### src/rtl/prt_pkg.sv
`timescale 1ns/1ps
package prt_pkg;
  localparam int unsigned PSEL_W = 3;

  typedef enum logic {SEL_RELOAD = 1'b0, SEL_CTRL = 1'b1} wsel_e;
  typedef enum logic {SRC_SYS = 1'b0, SRC_OSC = 1'b1} src_e;

  // bit 4 run, bit 3 source, bits [2:0] prescaler select
  typedef struct packed {
    logic              run;
    src_e              src;
    logic [PSEL_W-1:0] psel;
  } ctrl_t;

  localparam int unsigned CTRL_W = $bits(ctrl_t);
endpackage

### src/rtl/prt_src_sync.sv
`timescale 1ns/1ps
module prt_src_sync #(
  parameter int unsigned STAGES = 2
) (
  input  logic          clk,
  input  logic          rst,
  input  logic          osc_in,
  input  logic          sys_tick,
  input  prt_pkg::src_e src,
  output logic          src_pulse
);
  // sync chain plus one extra flop that holds the previous synchronized level
  logic [STAGES:0] sh_q;
  logic            osc_edge;

  always_ff @(posedge clk) begin
    if (rst) sh_q <= '0;
    else     sh_q <= {sh_q[STAGES-1:0], osc_in};
  end

  assign osc_edge  = sh_q[STAGES-1] & ~sh_q[STAGES];
  assign src_pulse = (src == prt_pkg::SRC_OSC) ? osc_edge : sys_tick;
endmodule

### src/rtl/prt_prescaler.sv
`timescale 1ns/1ps
module prt_prescaler #(
  parameter int unsigned PSEL_W = 3,
  localparam int unsigned DIV_W = 1 << PSEL_W
) (
  input  logic              clk,
  input  logic              rst,
  input  logic              run,
  input  logic              restart,
  input  logic              src_pulse,
  input  logic [PSEL_W-1:0] psel,
  output logic              tick
);
  logic [DIV_W-1:0] pre_q;
  logic [DIV_W-1:0] mask;

  // the low psel+1 bits take part in the terminal-count compare
  for (genvar i = 0; i < DIV_W; i++) begin : g_mask
    assign mask[i] = (i <= int'(psel));
  end

  assign tick = run & src_pulse & ((pre_q & mask) == mask);

  always_ff @(posedge clk) begin
    if (rst || restart || !run) pre_q <= '0;
    else if (src_pulse)         pre_q <= pre_q + 1'b1;
  end
endmodule

### src/rtl/prt_counter.sv
`timescale 1ns/1ps
module prt_counter #(
  parameter int unsigned CNT_W = 8
) (
  input  logic             clk,
  input  logic             rst,
  input  logic             run,
  input  logic             tick,
  input  logic             reload_we,
  input  logic [CNT_W-1:0] wr_data,
  input  logic             irq_clr,
  output logic [CNT_W-1:0] count_q,
  output logic [CNT_W-1:0] reload_q,
  output logic             irq_q
);
  logic wrap;

  assign wrap = tick & (count_q == {CNT_W{1'b1}});

  always_ff @(posedge clk) begin
    if (rst) begin
      count_q  <= '0;
      reload_q <= '0;
      irq_q    <= 1'b0;
    end else begin
      if (reload_we) reload_q <= wr_data;
      if (reload_we && !run) count_q <= wr_data;
      else if (wrap)         count_q <= reload_q;
      else if (tick)         count_q <= count_q + 1'b1;
      irq_q <= wrap | (irq_q & ~irq_clr);
    end
  end
endmodule

### src/rtl/tick_reload_timer.sv
`timescale 1ns/1ps
module tick_reload_timer #(
  parameter int unsigned CNT_W       = 8,
  parameter int unsigned SYNC_STAGES = 2
) (
  input  logic             clk,
  input  logic             rst,
  input  logic             wr_en,
  input  logic             wr_sel,
  input  logic [CNT_W-1:0] wr_data,
  input  logic             osc_in,
  input  logic             sys_tick,
  input  logic             irq_clr,
  output logic [CNT_W-1:0] count_o,
  output logic             irq_o
);
  import prt_pkg::*;

  ctrl_t            ctrl_q;
  logic             ctrl_we;
  logic             reload_we;
  logic             src_pulse;
  logic             pre_tick;
  logic             run_w;
  logic [CNT_W-1:0] reload_q;

  assign ctrl_we   = wr_en & (wr_sel == SEL_CTRL);
  assign reload_we = wr_en & (wr_sel == SEL_RELOAD);
  assign run_w     = ctrl_q.run;

  always_ff @(posedge clk) begin
    if (rst)          ctrl_q <= '0;
    else if (ctrl_we) ctrl_q <= ctrl_t'(wr_data[CTRL_W-1:0]);
  end

  prt_src_sync #(.STAGES(SYNC_STAGES)) u_src (
    .clk       (clk),
    .rst       (rst),
    .osc_in    (osc_in),
    .sys_tick  (sys_tick),
    .src       (ctrl_q.src),
    .src_pulse (src_pulse)
  );

  prt_prescaler #(.PSEL_W(PSEL_W)) u_pre (
    .clk       (clk),
    .rst       (rst),
    .run       (run_w),
    .restart   (ctrl_we),
    .src_pulse (src_pulse),
    .psel      (ctrl_q.psel),
    .tick      (pre_tick)
  );

  prt_counter #(.CNT_W(CNT_W)) u_cnt (
    .clk       (clk),
    .rst       (rst),
    .run       (run_w),
    .tick      (pre_tick),
    .reload_we (reload_we),
    .wr_data   (wr_data),
    .irq_clr   (irq_clr),
    .count_q   (count_o),
    .reload_q  (reload_q),
    .irq_q     (irq_o)
  );
endmodule

### config.mk
export PLATFORM = sky130hd
export DESIGN_NAME = tick_reload_timer
export DESIGN_NICKNAME = d
export VERILOG_FILES = /design/src/rtl/prt_pkg.sv /design/src/rtl/prt_src_sync.sv /design/src/rtl/prt_prescaler.sv /design/src/rtl/prt_counter.sv /design/src/rtl/tick_reload_timer.sv
export SDC_FILE = /design/constraint.sdc
export NUM_CORES = 1
export LEC_CHECK = 0
export BUFFER_PORTS_ARGS = -buffer_cell sky130_fd_sc_hd__clkbuf_2
export CORE_MARGIN = 2
export CORE_UTILIZATION = 35
export DETAILED_ROUTE_END_ITERATION = 7
export PLACE_DENSITY_LB_ADDON = 0.12
export RECOVER_POWER = 25
export SLEW_MARGIN = 10
export SYNTH_ARGS = -nofsm -noshare
export SYNTH_HDL_FRONTEND = slang
export SYNTH_SLANG_ARGS = --single-unit
### constraint.sdc
create_clock -name clk -period 2.2 [get_ports clk]
set_input_delay 0.66 -clock clk [delete_from_list [all_inputs] [get_ports clk]]
set_output_delay 0.66 -clock clk [all_outputs]
set_load 0.1 [all_outputs]
* Word level (Yosys, flattened, before mapping)
Cells that the tools add are included.
Operators by class: mux-type cells 4, reduce and logical (&&, ||, !) cells 5, add/subtract/negate cells 2, magnitude comparators 7, bitwise operators 12, equal/unequal tests 2
Operators by type and width (number):
- 8-bit two-way mux | 3
- 8-bit by 1-bit adder with 8-bit output (second input constant) | 2
- 3-bit <= comparator (first input constant) | 4
- 8-bit bitwise AND | 1
- 8-bit equality test | 1
- 8-bit equality test (second input constant) | 1
- 1-bit bitwise AND | 7
- 2-bit by 3-bit <= comparator with 1-bit output (first input constant) | 2
- 1-bit by 3-bit <= comparator with 1-bit output (first input constant) | 1
- 1-bit inverter | 3
- 3-bit nonzero test | 1
- 1-bit logical OR | 2
- 1-bit logical AND | 1
- 1-bit logical NOT | 1
- 1-bit two-way mux | 1
- 1-bit bitwise OR | 1
Word-level totals: bits in registers 33, bits of input ports 15, word-level logic and storage cells 40, output and inout port bits 9

* Depth between registers and ports, before layout
word-level depth 8, depth in mapped cells 6, mapped depth without buffers 6

* Modules after synthesis
A second synthesis with hierarchy kept.
Second synthesis, totals: cells, all modules 183, area total of the unflattened synthesis 1632.8 um^2
By module, submodules not included:
- prt_counter | seq. area each 340.3 um^2, cells an instance 101, times used 1, area each 900.9 um^2
- prt_prescaler | seq. area each 160.2 um^2, cells an instance 49, times used 1, area each 405.4 um^2
- tick_reload_timer | seq. area each 100.1 um^2, cells an instance 24, times used 1, area each 231.5 um^2
- prt_src_sync | seq. area each 60.1 um^2, cells an instance 9, times used 1, area each 95.1 um^2

* Least setup slack after synthesis
OpenSTA, ideal clock, no wires.
path type register to register, start register u_cnt.count_q[0], end register u_cnt.count_q[0], cell stages (with the launch flop) 7, data arrival time 2296 ps, slack -229 ps, data required time 2068 ps, period minus slack after synthesis 2429 ps, library setup time 132 ps, buffers on the path 0, path through dfxtp_1 ha_1 nand2_2 nor3_1 mux2i_1 a2bb2oi_1 a21oi_1
Between the ends: longest elaborated chain between the ends 4, elaborated cells between the ends (all ways) 7, classes of those cells 1 x add/sub; 1 x eq/ne; 3 x mux; 1 x bitwise; 1 x reduce/logical
Ends and longest elaborated chain:
- start: declaration | RTL line prt_counter.sv:12 | output logic [CNT_W-1:0] count_q,
- start signal: assignment | RTL line prt_counter.sv:27 | if (reload_we && !run) count_q <= wr_data;
- start signal: assignment | RTL line prt_counter.sv:28 | else if (wrap) count_q <= reload_q;
- start signal: assignment | RTL line prt_counter.sv:29 | else if (tick) count_q <= count_q + 1'b1;
- 8-bit by 1-bit adder with 8-bit output or 8-bit equality test (tied branches) | RTL line prt_counter.sv:29, prt_counter.sv:18
- 8-bit two-way mux or 1-bit bitwise AND (tied branches) | RTL line prt_counter.sv:29, prt_counter.sv:18
- 8-bit two-way mux | RTL line prt_counter.sv:28
- 8-bit two-way mux | RTL line prt_counter.sv:27
Several ways; a longest one is shown, not always the timed one. The select of a mux whose other input is x is not followed. A chain may end at the register's enable or synchronous reset.

* Worst setup path after layout
Same ends and word-level chain as after synthesis.

==> results.json <==
{
  "synth_edf_count": 0,
  "synthFlopType": "dfxtp_1",
  "track_usage_pct": 15.81,
  "crit_arrival_ns": 2.02,
  "htreeDepth": 2,
  "finalNetCount": 242,
  "drt_drc_violations_left": 0,
  "tns_ns": 0,
  "numCtsBuffers": 5,
  "synthArstFlopShare_pct": 0,
  "dp_hpwl_mm": 2.780,
  "cts_tree": "yes",
  "post_cts_buffers": 0,
  "cts_root_buf": "clkbuf_8",
  "cp_max_fo": 7,
  "finalHoldViolCount": 0,
  "finClkSkew_ns": 0.005866,
  "drt_iter0_drc": 80,
  "yosys.area.top_type": "dfxtp_1",
  "drv_slew": 0,
  "overflow": 0,
  "drtAntennaViolNets": 0,
  "viasPerCell": 5.221,
  "grt_pass1_wl_mm": 6.389,
  "routedWlPerCell_um": 13.70,
  "drt_first_pass_iters": 4,
  "synth.most_common_cell": "nand2_1",
  "synth_top_area_share_pct": 39.52,
  "core_region_area_um2": 4661,
  "start_util_pct": 35.87,
  "slowest_stage": "nor3_1",
  "setup_viol": 0,
  "irDropWorstVdd_uv": 376.6,
  "min_period_ns": 1.895,
  "leakagePower_nw": 0.6868,
  "cp-end-kind": "flop",
  "min_path_type": "reg2reg",
  "path_cells": "ha_1, nand2_2, nor3_1, mux2i_1, a2bb2oi_1, a21oi_1",
  "post_synth.cell_area_avg_um2": 8.442,
  "wl_mm": 3.835,
  "synthTopCellsByArea": "dfxtp_1 40%, nand2_1 7.6%, a21oi_1 6.6%, nand3_1 6.0%, nor2_1 2.7%",
  "grt_pass1_vias": 1296,
  "timing.fmax_mhz": 527.7,
  "synth_seq_area_share_pct": 39.52,
  "rsz0062_at_grt": "false",
  "synth_cell_types": 42,
  "path_class": "reg2reg",
  "critPathBufInv": 0,
  "yosys-top-cells-count": "34 x nand2_1, 33 x dfxtp_1, 22 x a21oi_1",
  "die_h_um": 73.11,
  "gp_congestion": 0.8258,
  "syn_to_final_growth_pct": 13.47,
  "grt_max_degree": 26,
  "yosys_warnings": 0,
  "slowest_delay_ns": 0.41,
  "startpoint_type": "flop",
  "num_vias": 1462,
  "outcome": "complete, no violations",
  "die_x_um": 73.11,
  "antenna_found_initial": 0,
  "cts.reportedPaths.clkPinSlew_ns": 0.07,
  "whs_ns": 0.4609,
  "cts_max_path_buffers": 2,
  "clkLatencyLatePin_ns": 0.29,
  "ys_ff_latch": 33,
  "io_buffers": 23,
  "die_area_um2": 5345,
  "cts_hold_buf": 0,
  "boundaryPins": 24,
  "synth_cells": 198,
  "max_cap_violations": 0,
  "cp.required_ns": 2.32,
  "syn_nets": 215,
  "fin_crit_sh_pct": 86.13,
  "cts.repair.resized": 0,
  "rows": 25,
  "critPathTopFamily": "simple AND/OR/NAND/NOR gates",
  "antenna_cells": 0,
  "cts_sinks": 33,
  "p_per_area_nw_per_um2": 658.8,
  "synth_area_um2": 1672,
  "worstMarginPinSlew_ns": 1.096,
  "slew_headroom_pct": 26.94,
  "layout-drive-gt1-share_pct": 21.68
}
cell families (layout without fill, tap and decap cells):
kind of cell / after synthesis / after routing / share of synthesized area [%]
simple gates: 95 / 95 / 28.52
compound gates: 46 / 46 / 18.71
flops: 33 / 33 / 39.52
buf+inv: 12 / 40 / 6.137
xor+xnor: 6 / 6 / 3.144
mux: 4 / 4 / 2.470
fa+ha+maj: 2 / 2 / 1.497
sequential cells by signal, indices dropped and copies added (netlist names):
register	count
ctrl_q	4
run_w	1
u_cnt.count_q	8
u_cnt.irq_q	1
u_cnt.reload_q	8
u_pre.pre_q	8
u_src.sh_q	3
worst register-to-register path: cells and delay by family (launching register included):
kind	cells	cell delay (ns)
compound gates	2	0.25
fa+ha+maj	1	0.33
flops	1	0.38
mux	1	0.24
simple gates	2	0.54
power breakdown:
group	switching, mW	internal, mW
registers	0.0239	0.619
logic	0.110	0.0495
clock network	0.228	0.219
total	0.362	0.888
metal layers:
| layer | vias to the layer above | wire length [um] | global-route usage, % |
|---|---|---|---|
| met2 | 27 | 1726 | 24.22 |
| met4 | 0 | 65 | 6.790 |
| li1 | 758 | - | - |
| met1 | 670 | 1908 | 20.71 |
| met5 | - | 0 | 0 |
| met3 | 7 | 134 | 4.420 |
final timing paths:
| check | startpoint | end | slack, ns | cells after the start |
|---|---|---|---|---|
| worst max-delay path | u_cnt.count_q[0]$_SDFFE_PP0P_ | u_cnt.count_q[0]$_SDFFE_PP0P_ | 0.31 | 6 |
| worst max register to register | u_cnt.count_q[0]$_SDFFE_PP0P_ | u_cnt.count_q[0]$_SDFFE_PP0P_ | 0.31 | 6 |
| worst min-delay path | u_cnt.reload_q[6]$_SDFFE_PP0P_ | u_cnt.reload_q[6]$_SDFFE_PP0P_ | 0.46 | 2 |
| worst min register to register | u_cnt.reload_q[6]$_SDFFE_PP0P_ | u_cnt.reload_q[6]$_SDFFE_PP0P_ | 0.46 | 2 |
cell type report:
class | count | area (um2)
inverters | 2 | 7.507
clock buffers | 6 | 72.57
multi-input cells | 153 | 908.4
well taps | 54 | 67.56
repair buffers | 30 | 162.7
flip-flops and latches | 33 | 668.1
clock inverters | 2 | 10.01
fillers | 497 | 2764
placed cells by master, fill, tap and decap left out, types with 2 or more instances in the layout:
master / synthesis / final
or3_1: 2 / 2
mux2i_1: 3 / 3
o21ai_0: 2 / 2
nand2b_1: 5 / 5
nand2_1: 34 / 34
nand2_2: 2 / 2
a2bb2oi_1: 5 / 5
nand3_1: 20 / 20
and2_1: 2 / 2
a21oi_1: 22 / 22
dfxtp_1: 33 / 27
nor2b_1: 5 / 5
a211o_1: 2 / 2
inv_1: 2 / 2
xor2_1: 5 / 5
a31oi_1: 6 / 6
clkbuf_2: 0 / 22
clkbuf_1: 4 / 3
ha_1: 2 / 2
dfxtp_2: 0 / 6
nor2_1: 12 / 12
nor3_1: 2 / 2
nand4_1: 5 / 5
clkinv_2: 0 / 2
clkbuf_8: 1 / 5
buf_4: 3 / 6
per-stage QoR:
stage	instance area (um2)	power, mW	util [%]	setup WS (ns)	instances
after floorplan	1679	0.7751	-	0.02127	198
after global placement	1819	0.8184	39.03	0.3198	272
after detailed placement	1819	0.8175	39.03	0.3361	272
after CTS	1902	1.268	40.81	0.2991	280
after global routing	1897	1.315	40.70	0.1647	280
final	1897	1.250	40.70	0.3051	280
(Power assumes the default switching activity.)
